--- config.mk ---
export PLATFORM = sky130hd
export DESIGN_NAME = vpu_ctrl_bank
export DESIGN_NICKNAME = d
export VERILOG_FILES = /design/src/rtl/vpu_pkg.sv /design/src/rtl/vpu_addr_dec.sv /design/src/rtl/vpu_grp_ctrl.sv /design/src/rtl/vpu_ctrl_bank.sv
export SDC_FILE = /design/constraint.sdc
export NUM_CORES = 1
export LEC_CHECK = 0
export CAP_MARGIN = 20
export CORE_ASPECT_RATIO = 0.75
export CORE_UTILIZATION = 45
export CTS_CLUSTER_SIZE = 30
export DETAILED_ROUTE_END_ITERATION = 8
export PLACE_DENSITY = 0.76
export SYNTH_ARGS = -nofsm -noshare
export SYNTH_HDL_FRONTEND = slang
export SYNTH_HIERARCHICAL = 1
export SYNTH_SLANG_ARGS = --single-unit
--- constraint.sdc ---
create_clock -name clk -period 3.7 [get_ports clk]
set_clock_uncertainty 0.05 [all_clocks]
set_input_delay 0.74 -clock clk [delete_from_list [all_inputs] [get_ports clk]]
set_output_delay 0.74 -clock clk [all_outputs]
set_load 0.01 [all_outputs]
--- src/rtl/vpu_pkg.sv ---
package vpu_pkg;

    typedef enum logic [1:0] {
        ST_OFF   = 2'd0,
        ST_INIT1 = 2'd1,
        ST_INIT2 = 2'd2,
        ST_RUN   = 2'd3
    } grp_state_e;

    // control byte bit positions
    localparam int BIT_PWUP  = 0;
    localparam int BIT_LAW   = 1;
    localparam int BIT_FMT   = 2;
    localparam int BIT_MASKA = 3;
    localparam int BIT_MASKB = 4;
    localparam int BIT_GMASK = 5;
    localparam int BIT_ODE   = 6;
    localparam int BIT_BCAST = 7;

endpackage

--- src/rtl/vpu_addr_dec.sv ---
module vpu_addr_dec #(
    parameter int NUM_GROUPS = 4,
    parameter int ADDR_W     = 11,
    parameter int WIN_OFF_W  = 6,
    parameter int MAIN_BASE  = 'h400
) (
    input  logic [ADDR_W-1:0]     addr,
    input  logic                  we,
    input  logic                  bcast,
    output logic [WIN_OFF_W-1:0]  off,
    output logic [NUM_GROUPS-1:0] win_sel,
    output logic [NUM_GROUPS-1:0] win_we,
    output logic [NUM_GROUPS-1:0] main_sel,
    output logic [NUM_GROUPS-1:0] main_we
);
    localparam int GRP_W = (NUM_GROUPS > 1) ? $clog2(NUM_GROUPS) : 1;
    localparam int HI_LO = WIN_OFF_W + GRP_W;

    logic in_win_region;

    assign off           = addr[WIN_OFF_W-1:0];
    assign in_win_region = (addr[ADDR_W-1:HI_LO] == '0);

    for (genvar g = 0; g < NUM_GROUPS; g++) begin : g_dec
        assign win_sel[g]  = in_win_region && (addr[WIN_OFF_W +: GRP_W] == GRP_W'(g));
        assign main_sel[g] = (addr == ADDR_W'(MAIN_BASE + g));
        assign main_we[g]  = we && main_sel[g];
    end

    // broadcast mirrors the group-0 window onto every group
    for (genvar g = 0; g < NUM_GROUPS; g++) begin : g_wr
        assign win_we[g] = we && (win_sel[g] || (bcast && win_sel[0]));
    end

endmodule

--- src/rtl/vpu_grp_ctrl.sv ---
module vpu_grp_ctrl
    import vpu_pkg::*;
#(
    parameter bit HAS_GLOBAL = 1'b0,
    parameter int REG_W      = 8,
    parameter int WIN_REGS   = 8,
    parameter int WIN_OFF_W  = 6,
    parameter int SAMPLE_W   = 8
) (
    input  logic                 clk,
    input  logic                 rst_n,
    input  logic                 frame_strobe,
    input  logic                 win_we,
    input  logic                 main_we,
    input  logic [WIN_OFF_W-1:0] off,
    input  logic [REG_W-1:0]     wdata,
    input  logic [SAMPLE_W-1:0]  rin,
    input  logic [SAMPLE_W-1:0]  sin,
    input  logic [SAMPLE_W-1:0]  ec_rout,
    input  logic [SAMPLE_W-1:0]  ec_sout,
    output logic [REG_W-1:0]     ctrl_q,
    output logic [REG_W-1:0]     win_rdata,
    output logic                 busy,
    output logic [SAMPLE_W-1:0]  rout,
    output logic [SAMPLE_W-1:0]  sout
);
    localparam logic [REG_W-1:0] LOCAL_MASK = REG_W'((1 << BIT_GMASK) - 1);
    localparam logic [REG_W-1:0] WR_MASK    = HAS_GLOBAL ? {REG_W{1'b1}} : LOCAL_MASK;

    grp_state_e          state_q, state_d;
    logic                pwup;
    logic                clear_win;
    logic [REG_W-1:0]    win_q [WIN_REGS];
    logic [SAMPLE_W-1:0] r_d1, r_d2, s_d1, s_d2;

    assign pwup = ctrl_q[BIT_PWUP];

    // state register
    always_ff @(posedge clk or negedge rst_n) begin
        if (!rst_n) state_q <= ST_OFF;
        else        state_q <= state_d;
    end

    // next state and state outputs
    always_comb begin
        state_d   = state_q;
        busy      = 1'b0;
        clear_win = 1'b0;
        unique case (state_q)
            ST_OFF: begin
                busy = pwup;
                if (pwup) begin
                    clear_win = 1'b1;
                    state_d   = ST_INIT1;
                end
            end
            ST_INIT1: begin
                busy = 1'b1;
                if (!pwup)             state_d = ST_OFF;
                else if (frame_strobe) state_d = ST_INIT2;
            end
            ST_INIT2: begin
                busy = 1'b1;
                if (!pwup)             state_d = ST_OFF;
                else if (frame_strobe) state_d = ST_RUN;
            end
            ST_RUN: begin
                if (!pwup) state_d = ST_OFF;
            end
            default: state_d = ST_OFF;
        endcase
    end

    always_ff @(posedge clk or negedge rst_n) begin
        if (!rst_n)       ctrl_q <= '0;
        else if (main_we) ctrl_q <= wdata & WR_MASK;
    end

    always_ff @(posedge clk or negedge rst_n) begin
        if (!rst_n) begin
            for (int i = 0; i < WIN_REGS; i++) win_q[i] <= '0;
        end else if (clear_win) begin
            for (int i = 0; i < WIN_REGS; i++) win_q[i] <= '0;
        end else if (win_we && !busy) begin
            for (int i = 0; i < WIN_REGS; i++)
                if (off == WIN_OFF_W'(i)) win_q[i] <= wdata;
        end
    end

    always_comb begin
        win_rdata = '0;
        for (int i = 0; i < WIN_REGS; i++)
            if (off == WIN_OFF_W'(i)) win_rdata = win_q[i];
    end

    // two-frame bypass line, advanced by every frame strobe
    always_ff @(posedge clk or negedge rst_n) begin
        if (!rst_n) begin
            r_d1 <= '0; r_d2 <= '0; s_d1 <= '0; s_d2 <= '0;
        end else if (frame_strobe) begin
            r_d1 <= rin; r_d2 <= r_d1;
            s_d1 <= sin; s_d2 <= s_d1;
        end
    end

    assign rout = pwup ? ec_rout : r_d2;
    assign sout = pwup ? ec_sout : s_d2;

endmodule

--- src/rtl/vpu_ctrl_bank.sv ---
module vpu_ctrl_bank
    import vpu_pkg::*;
#(
    parameter int NUM_GROUPS = 4,
    parameter int ADDR_W     = 11,
    parameter int REG_W      = 8,
    parameter int SAMPLE_W   = 8,
    parameter int WIN_REGS   = 8,
    parameter int WIN_OFF_W  = 6,
    parameter int MAIN_BASE  = 'h400
) (
    input  logic                           clk,
    input  logic                           rst_n,
    input  logic                           host_we,
    input  logic [ADDR_W-1:0]              host_addr,
    input  logic [REG_W-1:0]               host_wdata,
    output logic [REG_W-1:0]               host_rdata,
    input  logic                           frame_strobe,
    input  logic                           ode_pin,
    input  logic [NUM_GROUPS-1:0]          tone_a,
    input  logic [NUM_GROUPS-1:0]          tone_b,
    input  logic [NUM_GROUPS*SAMPLE_W-1:0] rin_flat,
    input  logic [NUM_GROUPS*SAMPLE_W-1:0] sin_flat,
    input  logic [NUM_GROUPS*SAMPLE_W-1:0] ec_rout,
    input  logic [NUM_GROUPS*SAMPLE_W-1:0] ec_sout,
    output logic [NUM_GROUPS*SAMPLE_W-1:0] rout_flat,
    output logic [NUM_GROUPS*SAMPLE_W-1:0] sout_flat,
    output logic                           out_en,
    output logic                           irq_n,
    output logic [NUM_GROUPS-1:0]          law_alaw,
    output logic [NUM_GROUPS-1:0]          fmt_itu,
    output logic [NUM_GROUPS-1:0]          grp_busy
);
    logic [WIN_OFF_W-1:0]  off;
    logic [NUM_GROUPS-1:0] win_sel, win_we, main_sel, main_we;
    logic [REG_W-1:0]      ctrl_q    [NUM_GROUPS];
    logic [REG_W-1:0]      win_rdata [NUM_GROUPS];
    logic [NUM_GROUPS-1:0] pwup_vec, mask_a, mask_b;
    logic                  bcast_bit, ode_bit, gmask_bit;
    logic                  tone_any;

    assign bcast_bit = ctrl_q[0][BIT_BCAST];
    assign ode_bit   = ctrl_q[0][BIT_ODE];
    assign gmask_bit = ctrl_q[0][BIT_GMASK];

    vpu_addr_dec #(
        .NUM_GROUPS (NUM_GROUPS),
        .ADDR_W     (ADDR_W),
        .WIN_OFF_W  (WIN_OFF_W),
        .MAIN_BASE  (MAIN_BASE)
    ) u_dec (
        .addr     (host_addr),
        .we       (host_we),
        .bcast    (bcast_bit),
        .off      (off),
        .win_sel  (win_sel),
        .win_we   (win_we),
        .main_sel (main_sel),
        .main_we  (main_we)
    );

    for (genvar g = 0; g < NUM_GROUPS; g++) begin : g_grp
        vpu_grp_ctrl #(
            .HAS_GLOBAL (g == 0),
            .REG_W      (REG_W),
            .WIN_REGS   (WIN_REGS),
            .WIN_OFF_W  (WIN_OFF_W),
            .SAMPLE_W   (SAMPLE_W)
        ) u_grp (
            .clk          (clk),
            .rst_n        (rst_n),
            .frame_strobe (frame_strobe),
            .win_we       (win_we[g]),
            .main_we      (main_we[g]),
            .off          (off),
            .wdata        (host_wdata),
            .rin          (rin_flat[g*SAMPLE_W +: SAMPLE_W]),
            .sin          (sin_flat[g*SAMPLE_W +: SAMPLE_W]),
            .ec_rout      (ec_rout[g*SAMPLE_W +: SAMPLE_W]),
            .ec_sout      (ec_sout[g*SAMPLE_W +: SAMPLE_W]),
            .ctrl_q       (ctrl_q[g]),
            .win_rdata    (win_rdata[g]),
            .busy         (grp_busy[g]),
            .rout         (rout_flat[g*SAMPLE_W +: SAMPLE_W]),
            .sout         (sout_flat[g*SAMPLE_W +: SAMPLE_W])
        );
        assign pwup_vec[g] = ctrl_q[g][BIT_PWUP];
        assign mask_a[g]   = ctrl_q[g][BIT_MASKA];
        assign mask_b[g]   = ctrl_q[g][BIT_MASKB];
        assign law_alaw[g] = ctrl_q[g][BIT_LAW];
        assign fmt_itu[g]  = ctrl_q[g][BIT_FMT];
    end

    always_comb begin
        host_rdata = '0;
        for (int g = 0; g < NUM_GROUPS; g++) begin
            if (win_sel[g])  host_rdata = win_rdata[g];
            if (main_sel[g]) host_rdata = ctrl_q[g];
        end
    end

    assign tone_any = |((tone_a & ~mask_a) | (tone_b & ~mask_b));
    assign irq_n    = ~(tone_any & ~gmask_bit);
    assign out_en   = ode_bit & ode_pin;

endmodule

## Yosys cells after proc, flatten, opt, wreduce, memory -nomap -nowiden

Index checks and enable logic that the tools add are counted.

- Register bits: 415
- Bits in latches: 0
- Bits in writable memories: 0
- Bits in read-only memories: 0
- Word-level logic and storage cells: 314
- Memories kept: 0

- $add $sub $neg: 0
- $mul: 0
- Div/mod/pow operators: 0
- Order comparisons: 0
- Equal/unequal tests: 42
- Shift-type cells: 0
- Multiplexer cells: 98
- Bitwise gates (word level): 9
- Reduce and logical (&&, ||, !) cells: 109

Operators with widths:

| cell | number |
|---|---|
| 64-bit 2-to-1 mux | 8 |
| 8-bit 2-to-1 mux | 56 |
| 2-bit nonzero test | 36 |
| 2-bit AND reduction | 32 |
| 11-bit == test, second input constant | 4 |
| 2-bit 2-to-1 mux | 18 |
| 2-bit one-hot mux with 4 select lines | 4 |
| 6-bit by 3-bit == test with 1-bit output, second input constant | 4 |
| 3-bit != test, second input constant | 8 |
| 2-bit == test, second input constant | 10 |
| 1-bit logical AND | 17 |
| 4-bit AND reduction | 4 |
| 6-bit by 2-bit == test with 1-bit output, second input constant | 2 |
| 2-bit by 1-bit == test with 1-bit output, second input constant | 5 |
| 2-bit logical NOT | 5 |
| 4-bit bitwise AND | 2 |
| 1-bit 2-to-1 mux | 8 |
| 2-bit by 1-bit != test with 1-bit output, second input constant | 4 |
| 2-bit != test, second input constant | 4 |
| 4-bit NOT | 2 |
| 1-bit one-hot mux with 2 select lines | 4 |
| 2-bit OR reduction | 4 |
| 6-bit by 1-bit == test with 1-bit output, second input constant | 1 |
| 6-bit logical NOT | 1 |
| other kinds (7) | 15 |

## Depth between registers and ports, before layout

Gate-level depths: netlist of the first run.

- Word-level depth: 17
- Mapped depth: 11
- Depth with buffers taken out: 8

## Modules after synthesis

Netlist of the first run, hierarchy kept.

Modules (own cells, without submodules):

| module | times used | cells each | area each (um^2) |
|---|---|---|---|
| vpu_grp_ctrl (g_grp[1].u_grp ...) | 3 | 440 | 5167.5 |
| vpu_grp_ctrl (g_grp[0].u_grp) | 1 | 427 | 5141.2 |
| vpu_ctrl_bank | 1 | 92 | 596.8 |
| vpu_addr_dec | 1 | 39 | 306.5 |

## Least setup slack after synthesis of the first run

No wires, ideal clock.

- Path type: input to output
- Start: input host_addr[5]
- End: output host_rdata[6]
- Data arrival time: 2.478 ns
- Path slack: 0.432 ns
- Stages on the path: 11
- Cell sequence: buf_4 > nor4b_4 > buf_6 > and2_1 > buf_4 > a32oi_1 > o21ai_0 > nand2_1 > o21ai_0 > o2111ai_1 > a31oi_1

RTL lines:

| element | RTL line | RTL |
|---|---|---|
| start: declaration | vpu_ctrl_bank.sv:15 | `input logic [ADDR_W-1:0] host_addr,` |
| end: declaration | vpu_ctrl_bank.sv:17 | `output logic [REG_W-1:0] host_rdata,` |

## Final worst setup path of the first run

- Start: input host_addr[4]
- End: output host_rdata[3]

RTL lines:

| element | RTL line | RTL |
|---|---|---|
| 11-bit == test | vpu_addr_dec.sv:26 | `assign main_sel[g] = (addr == ADDR_W'(MAIN_BASE + g));` |
| net main_sel[0] | vpu_ctrl_bank.sv:35 | `logic [NUM_GROUPS-1:0] win_sel, win_we, main_sel, main_we;` |
| 8-bit 2-to-1 mux | vpu_ctrl_bank.sv:98 | `if (main_sel[g]) host_rdata = ctrl_q[g];` |
| 8-bit 2-to-1 mux | vpu_ctrl_bank.sv:97 | `if (win_sel[g]) host_rdata = win_rdata[g];` |
| 8-bit 2-to-1 mux | vpu_ctrl_bank.sv:98 |  |
| 8-bit 2-to-1 mux | vpu_ctrl_bank.sv:97 |  |
| 8-bit 2-to-1 mux | vpu_ctrl_bank.sv:98 |  |
| 8-bit 2-to-1 mux | vpu_ctrl_bank.sv:97 |  |
| 8-bit 2-to-1 mux | vpu_ctrl_bank.sv:98 |  |

The timed path passes the listed nets, and every way through them passes these cells.

==> qor.txt, run 1 <==
Status: complete, no violations
First-pass GRT wire length: 91,730 um
Antenna violations before repair: 0
Share of the synthesized area in the top cell type: 48.20%
Net Switching: 2.877 mW
Critical path class: in -> out
Row count: 69
Internal power: 8.461 mW
TritonCTS clock tree: yes
WP data arrival: 2.88 ns
DP HPWL: 41,430 um
Clk network pwr share: 41.1%
Post-synth top flop: dfrtp_1
DRC Markers: 0
Clk pin slew, worst setup/hold paths: 0.06 ns
All-Layer GR Usage: 24.24%
Avg WL per Cell: 20.46 um
Iter 0 DRT Violations: 1,435
Io pins: 246
Die height: 191.5 um
Full die area: 48,770 sq um
Pleak: 13.62 nW
H-tree depth: 2
# clock sinks: 415
# nets final: 2,401
Worst-margin pin slew: 0.9368 ns
Max_cap viols: 0
Clock Latency Late Sink: 0.56 ns
Initial Util: 45.54%
Worst path max stage delay: 0.55 ns
Largest cells by area after synthesis: dfrtp_1 (48%), mux2i_1 (13%), mux2_2 (12%)
Logic pwr share: 15.7%
CP Launch Type: input port
Net Sw Frac: 25.38%
Total Wirelength: 59,200 um
Synth top cells by count: dfrtp_1 (415), mux2i_1 (288), nor2_1 (260), mux2_2 (221), clkbuf_1 (70)
Share of cells above drive strength 1: 28.36%
Register bit total from synthesis: 415
Crit-path max FO: 3
Crit-path cells: buf_4 > or4b_4 > nor3_4 > and2b_2 > buf_6 > a221o_1 > o2111ai_2 > a31oi_1 > buf_4 > buf_6
Pre-antenna DRT Iters: 6
Die X: 254.7 um
Post-synth top area cell: dfrtp_1
Core area: 47,310 sq um
Fmax: 272.4 MHz
Register share of total power: 43.2%
Synth Cell Area: 21,550 sq um
Power Dens Cells: 410.7 nW/um^2
Footprint of the multi-input gates: 10,460 sq um
Layout overhead on the synthesized area: 28.13%
Slew headroom: 37.35%
Global placement routability congestion: 0.9548
Setup TNS Final: 0 ns
Final min period: 3.671 ns
Num CTS Buffers: 44
RSZ-0062 raised after global routing: no
Maximum vdd drop: 0.0002851 V
Post-synth EDFFs: 0
Total chip power: 11.34 mW
Area after DPL: 25,650 sq um
Vias/cell: 5.569
HP Class: in -> async
Synth warn: 6
ANT nets after route: 0
Post-layout util: 58.35%
Final-report hold violation count: 0
Post-synthesis sequential area ratio: 48.20%
Post-synth ARST share: 100.0%
Port-buffer cells: 245
Vias in the first global route: 16,430
Setup-failing EPs final: 0
Register area: 10,390 sq um
Post-route cell area: 27,610 sq um
Worst-case clock buffer depth: 3
Largest net degree at the start of global routing: 82
Yosys cell types: 67
CP required: 2.91 ns
Dominant cell by count in the synthesized netlist: dfrtp_1
Routed via count: 16,110
Synthesized area per cell: 11.47 sq um
Total grt overflow: 0
Final Max Tran Viols: 0
Crit. End Element: output pin
Syn Inst Count: 1,878
CP max-delay cell: or4b_4
Tcrit/Tclk final: 99.23%
Root buffer cell: clkbuf_16
Fillcell total: 3,824
registers in the layout, indices dropped and copies added (netlist names):
name / cells
g_grp.u_grp/s_d2: 32
g_grp.u_grp/state_q: 8
g_grp.u_grp/win_q: 256
g_grp.u_grp/ctrl_q: 23
g_grp.u_grp/s_d1: 32
g_grp.u_grp/r_d1: 32
g_grp.u_grp/r_d2: 32
power by group through the flow:
stage	combinational, mW	clock (mW)	sequential (mW)
after global routing	1.92	4.97	4.92
final	1.78	4.66	4.90
after global placement	1.68	0	4.96
after CTS	1.77	4.76	4.90
after floorplan	0.934	0	4.93
after detailed placement	1.75	0	4.98
area by class of cell:
| cell class | count | area share, % |
|---|---|---|
| antenna | 1 | 0.009064 |
| clock buffer | 62 | 4.709 |
| clock inverter | 20 | 0.8656 |
| inverter | 24 | 0.3263 |
| multi-input combinational | 1288 | 37.88 |
| sequential | 415 | 37.62 |
| tap | 639 | 2.896 |
| timing repair buffer | 444 | 15.69 |
cells in the final DEF, fill, tap and decap left out, types with 6 or more instances in the layout:
cell type and count:
clkbuf_8 11, nor2b_1 10, clkdlybuf4s50_1 224, mux4_2 16, a21oi_1 32, a31oi_1 7, nor3_4 6, buf_6 13
clkinv_2 11, o2bb2ai_1 21, or2b_1 7, a21oi_2 9, o21ai_0 51, nand2_1 53, o2111ai_1 6, o21ai_1 53
clkbuf_16 46, a221o_1 13, buf_4 164, nor3_2 6, nand3_1 64, mux2i_1 287, mux2_2 221, nor2_1 260
conb_1 9, and2_1 7, dfrtp_1 415, buf_12 27, clkbuf_1 6, o21ai_2 10, inv_1 24, o22ai_1 11
o2111ai_2 26, ha_1 24
kinds of logic (layout without fill, tap and decap cells):
logic type	count (synthesis)	after routing	share of synthesized area (%)
flip-flops	415	415	48.20
multiplexers	525	525	26.60
AO/OA/AOI/OAI	268	268	9.605
buffers and inverters	181	550	3.995
other	3	10	0.05226
AND/OR/NAND/NOR	462	462	10.16
adder cells (fa/ha/maj)	24	24	1.394
critical path: cells and delay by family:
| family | cells | cell delay [ns] |
|---|---|---|
| simple gates | 3 | 1.05 |
| buf+inv | 4 | 0.58 |
| compound gates | 3 | 0.52 |
worst paths after layout:
path                                       endpoint  slack, ns  cells past startpoint                     start
setup / recovery                      host_rdata[3]       0.03                     10              host_addr[4]
hold / removal             g_grp[0].u_grp/win_q[22]       0.13                      1                     rst_n
setup reg to reg           g_grp[2].u_grp/win_q[25]       1.31                      9  g_grp[0].u_grp/ctrl_q[7]
hold reg to reg              g_grp[3].u_grp/r_d2[7]       0.44                      1    g_grp[3].u_grp/r_d1[7]
max in group asynchronous  g_grp[1].u_grp/win_q[42]       2.53                      2                     rst_n
min in group clk             g_grp[3].u_grp/r_d2[7]       0.44                      1    g_grp[3].u_grp/r_d1[7]
stage by stage:
stage	hold WS (ns)	cells	setup slack [ns]
after floorplan	0.3944	1884	0.4322
final	0.1258	2893	0.02853
after global placement	0.4304	2786	-0.7325
after detailed placement	0.4402	2786	-0.7594
after CTS	0.1496	2882	0.009171
after global routing	0.1646	2892	0.0003180
timing repair:
item / in CTS / in global routing
setup buffers: 14 / 6
setup endpoints to repair: 8 / 8
hold buffers: 0 / 0
gates cloned: 0 / 1
resized for setup: 82 / 34
pin swaps: 14 / 13
per-layer routing:
| metal | track usage, % | share of wire (%) |
|---|---|---|
| met1 | 33.73 | 44 |
| met2 | 37.91 | 46 |
| met3 | 5.406 | 8.3 |
| met4 | 6.886 | 2.4 |
| met5 | 0 | 0 |
Note: power is estimated with default switching activity, not from simulation.
==> inputs of run 2 (changes only) <==
--- a/config.mk
+++ b/config.mk
@@ -7,6 +7,7 @@
 export LEC_CHECK = 0
 export CAP_MARGIN = 20
 export CORE_ASPECT_RATIO = 0.75
+export CORE_MARGIN = 4
 export CORE_UTILIZATION = 45
 export CTS_CLUSTER_SIZE = 30
 export DETAILED_ROUTE_END_ITERATION = 8
==> run 2 against run 1 <==
Register-to-register slack lost 0.11 ns; combinational power hardly changed; count of clock-buffer cells in the layout shrank 4; cell area is 0.68% higher; sequential share of layout area is 0.25 points lower; maximum frequency is 0.15% lower; non-clock buffer count grew 24; die area is 5.6% higher; total power increased by 0.77%; via count up 1.7%; sequential cell count stayed put; critical path depth increased by 2; largest cell class unchanged.
==> qor.txt, run 2 (synthesized netlist as in run 1, its figures left out) <==
Core area: 47,310 sq um
Footprint of the multi-input gates: 10,510 sq um
Clock Latency Late Sink: 0.55 ns
DP HPWL: 42,690 um
CP required: 2.91 ns
# nets final: 2,425
Full die area: 51,480 sq um
Total Wirelength: 61,030 um
Power Dens Cells: 411.0 nW/um^2
Largest register FFs: 256
Crit. End Element: output pin
Critical path class: in -> out
Antenna violations before repair: 1
Fillcell total: 3,844
Die X: 260.7 um
Setup TNS Final: 0 ns
Io pins: 246
Most frequent cells in the layout: dfrtp_1 (415), mux2i_1 (285), nor2_1 (260)
H-tree depth: 2
Tcrit/Tclk final: 99.38%
All-Layer GR Usage: 23.24%
Pre-antenna DRT Iters: 5
Status: complete, no violations
Worst-case clock buffer depth: 3
Initial Util: 45.54%
Pleak: 13.69 nW
Row count: 69
Crit-path max FO: 7
Non-filler instance count after layout: 2,911
Max_cap viols: 0
CP Launch Type: input port
Port-buffer cells: 245
Final-report hold violation count: 0
# clock sinks: 415
Iter 0 DRT Violations: 1,390
Final min period: 3.677 ns
Most common cell after layout, fill and taps aside: dfrtp_1
N_diodes: 0
Share of cells above drive strength 1: 29.62%
Vias in the first global route: 17,120
Placed Cells: 2,794
Final Max Tran Viols: 0
Slew headroom: 39.85%
Maximum vdd drop: 0.0003431 V
WP data arrival: 2.89 ns
Fmax: 272.0 MHz
Root buffer cell: clkbuf_16
RSZ-0062 raised after global routing: yes
Register area: 10,390 sq um
TritonCTS clock tree: yes
Routed via count: 16,390
Layout overhead on the synthesized area: 29.00%
Most flop-heavy register: g_grp.u_grp/win_q
DRC Markers: 0
Total chip power: 11.42 mW
Avg WL per Cell: 20.97 um
Setup-failing EPs final: 0
# hold bufs at CTS: 0
ANT nets after route: 0
Vias/cell: 5.629
Largest net degree at the start of global routing: 93
Num CTS Buffers: 44
First-pass GRT wire length: 95,660 um
Clk pin slew, worst setup/hold paths: 0.06 ns
Global placement routability congestion: 0.9056
Worst-margin pin slew: 0.8995 ns
Hold WS: 0.1557 ns
Die height: 197.5 um
HP Class: in -> async
Total grt overflow: 0
[run 2: metal layers]
layer  GRT usage (%)  vias to the layer above  share of wire, %  wire length, um
li1                -                     7417                 -                -
met1           33.20                     8285                45            27370
met2           36.16                      582                45            27710
met3           4.793                      102               7.2             4368
met4           6.636                        0               2.6             1576
met5               0                        -                 0                0
[run 2: power breakdown]
part	internal [mW]	switching (mW)	total, mW
sequential	4.76	0.138	4.90
combinational	0.906	0.897	1.80
clock	2.88	1.84	4.72
total	8.55	2.87	11.4
[run 2: worst max-delay path, stage by stage]
cell and delay (ns):
buf_8 0.12, buf_12 0.15, buf_4 0.11, mux4_2 0.48, mux2i_1 0.19, buf_4 0.16
nor2_1 0.06, a221o_1 0.34, o21ai_1 0.10, a31oi_1 0.10, buf_4 0.19, clkbuf_2 0.12
[run 2: area by class of cell]
| cell class | count | area share (%) |
|---|---|---|
| clock buffer | 58 | 4.519 |
| timing repair buffer | 468 | 16.02 |
| multi-input combinational | 1288 | 37.81 |
| clock inverter | 19 | 1.076 |
| sequential | 415 | 37.36 |
| tap | 639 | 2.876 |
| inverter | 24 | 0.3376 |
[run 2: path summary, 6_finish.rpt]
kind	cells after the start	start	to	slack, ns
worst min register to register	2	g_grp[0].u_grp/win_q[9]	g_grp[0].u_grp/win_q[9]	0.45
worst max register to register	7	g_grp[0].u_grp/ctrl_q[7]	g_grp[3].u_grp/win_q[57]	1.20
max in group asynchronous	2	rst_n	g_grp[0].u_grp/s_d1[1]	2.48
min in group clk	2	g_grp[0].u_grp/win_q[9]	g_grp[0].u_grp/win_q[9]	0.45
worst min-delay path	1	rst_n	g_grp[0].u_grp/win_q[62]	0.16
worst max-delay path	12	host_addr[0]	host_rdata[4]	0.02
[run 2: through the flow]
step | util [%] | setup WS (ns) | instance area (sq um)
after detailed placement | 54.14 | -0.8352 | 25610
after global routing | 58.75 | -0.03076 | 27800
final | 58.75 | 0.02305 | 27800
after CTS | 58.14 | -0.02805 | 27510
after global placement | 54.14 | -0.8103 | 25610
after floorplan | - | 0.4322 | 21570
[run 2: repair_timing]
action / CTS / global route
pin swaps: 20 / 25
resized for setup: 85 / 56
setup endpoints to repair: 8 / 8
setup buffers: 27 / 9
cloned: 1 / 0
==> inputs of run 3 (changes only) <==
--- a/config.mk
+++ b/config.mk
@@ -8,10 +8,10 @@
 export CAP_MARGIN = 20
 export CORE_ASPECT_RATIO = 0.75
 export CORE_MARGIN = 4
-export CORE_UTILIZATION = 45
+export CORE_UTILIZATION = 50
 export CTS_CLUSTER_SIZE = 30
 export DETAILED_ROUTE_END_ITERATION = 8
-export PLACE_DENSITY = 0.76
+export PLACE_DENSITY = 0.82
 export SYNTH_ARGS = -nofsm -noshare
 export SYNTH_HDL_FRONTEND = slang
 export SYNTH_HIERARCHICAL = 1
==> run 3 against run 2 <==
Maximum frequency is essentially flat; utilization grew 5.9 points; non-clock buffer count decreased by 39; combinational power decreased by 2%; count of clock-buffer cells in the layout up 2; sequential cell count stayed put; global-route usage increased by 2.1 points; routed wire length shrank 1.7%; register-to-register slack better by 0.03 ns; clock power is 4% lower; via count shrank 0.78%.
==> qor.txt, run 3 (synthesized netlist as in run 1, its figures left out) <==
Setup-failing EPs final: 0
Port-buffer cells: 245
Num CTS Buffers: 43
Power Dens Cells: 409.9 nW/um^2
Io pins: 246
Slew headroom: 38.64%
DRC Markers: 0
First-pass GRT wire length: 93,710 um
DP HPWL: 41,880 um
Pleak: 13.53 nW
HP Class: in -> async
Largest register FFs: 256
Total Wirelength: 60,010 um
Fmax: 272.1 MHz
Final min period: 3.675 ns
Antenna violations before repair: 0
Worst-margin pin slew: 0.9175 ns
Pre-antenna DRT Iters: 6
ANT nets after route: 0
Most frequent cells in the layout: dfrtp_1 (415), mux2i_1 (288), nor2_1 (260)
Iter 0 DRT Violations: 1,404
Fin worst setup slack: 0.02545 ns
Vias in the first global route: 16,850
Largest net degree at the start of global routing: 94
Final Max Tran Viols: 0
Vias/cell: 5.802
FF-to-FF setup slack: 1.23 ns
Status: complete, no violations
Post-placement setup slack: -0.8553 ns
# clock sinks: 415
Die X: 247.7 um
H-tree depth: 2
Fillcell total: 3,115
Core area: 42,290 sq um
N_diodes: 0
Worst-case clock buffer depth: 3
Routed via count: 16,260
Global placement routability congestion: 0.9198
Register area: 10,390 sq um
Most common cell after layout, fill and taps aside: dfrtp_1
Layout overhead on the synthesized area: 26.87%
Crit. End Element: output pin
Post-layout util: 64.64%
Avg WL per Cell: 21.42 um
Root buffer cell: clkbuf_16
Die height: 187.8 um
CP Launch Type: input port
Hold WS: 0.1143 ns
# nets final: 2,385
Row count: 65
Footprint of the multi-input gates: 10,450 sq um
Clock Latency Late Sink: 0.56 ns
Crit-path max FO: 6
Full die area: 46,510 sq um
Max_cap viols: 0
WP data arrival: 2.88 ns
All-Layer GR Usage: 25.30%
Initial Util: 50.95%
Most flop-heavy register: g_grp.u_grp/win_q
Share of cells above drive strength 1: 27.45%
Critical path class: in -> out
Tcrit/Tclk final: 99.31%
Final-report hold violation count: 0
CP required: 2.91 ns
TritonCTS clock tree: yes
Clk pin slew, worst setup/hold paths: 0.06 ns
Maximum vdd drop: 0.0003345 V
Total grt overflow: 0
## run 3: changes by cell type in the layout (fill, tap and decap cells not counted), sizes merged
cell / before / now
bufbuf: 1 / 0
clkinv: 9 / 8
buf: 237 / 198
clkinvlp: 2 / 3
inv: 25 / 24
clkbuf: 60 / 63
bufinv: 7 / 6
## run 3: cell type report
| cell class | instances | share of cell area [%] |
|---|---|---|
| Timing Repair Buffer | 429 | 15.41 |
| Clock inverter | 17 | 1.034 |
| Multi-Input combinational cell | 1288 | 38.22 |
| Sequential cell | 415 | 37.99 |
| Inverter | 24 | 0.3570 |
| Clock buffer | 60 | 4.389 |
| Tap cell | 569 | 2.604 |
## run 3: worst max-delay path, cell delays in order
cell and delay, ns:
clkdlybuf4s15_2 0.23, or4b_4 0.52, buf_4 0.18, nor3_4 0.21, nor2b_4 0.25, a221o_1 0.21
o21ai_4 0.07, a31oi_1 0.19, buf_4 0.17, buf_6 0.10
## run 3: timing repair
action,in CTS,in global routing
resized for setup,79,30
gates cloned,0,2
buffers inserted,13,7
endpoints found under the setup margin,8,8
pin swaps,18,13
hold buffers,0,0
## run 3: through the flow
stage | cell area, sq um | power, mW | std cells | setup TNS, ns
finish | 27340 | 11.21 | 2802 | 0
global placement | 25450 | 6.632 | 2700 | -16.59
floorplan | 21570 | 5.861 | 1884 | 0
global route | 27340 | 11.65 | 2802 | -0.01007
detailed placement | 25450 | 6.719 | 2700 | -18.97
CTS | 27090 | 11.30 | 2790 | -0.009541
## run 3: worst paths after layout
path | startpoint | to | cells after the start
setup / recovery | host_addr[10] | host_rdata[3] | 10
hold / removal | rst_n | g_grp[3].u_grp/win_q[39] | 1
setup reg to reg | g_grp[0].u_grp/ctrl_q[7] | g_grp[3].u_grp/win_q[0] | 8
hold reg to reg | g_grp[3].u_grp/r_d1[1] | g_grp[3].u_grp/r_d2[1] | 1
max in group asynchronous | rst_n | g_grp[2].u_grp/s_d1[0] | 2
min in group clk | g_grp[3].u_grp/r_d1[1] | g_grp[3].u_grp/r_d2[1] | 1
## run 3: layer usage
layer  GRT usage (%)  vias to the layer above  part of all wire [%]
li1                -                     7358                     -
met1           35.69                     8204                    42
met2           39.63                      583                    47
met3           4.889                      113                   7.7
met4           8.241                        0                   3.0
met5               0                        -                     0
## run 3: where the power goes
group          internal [mW]  switching, mW
sequential              4.76          0.137
combinational          0.881          0.881
clock                   2.71           1.84
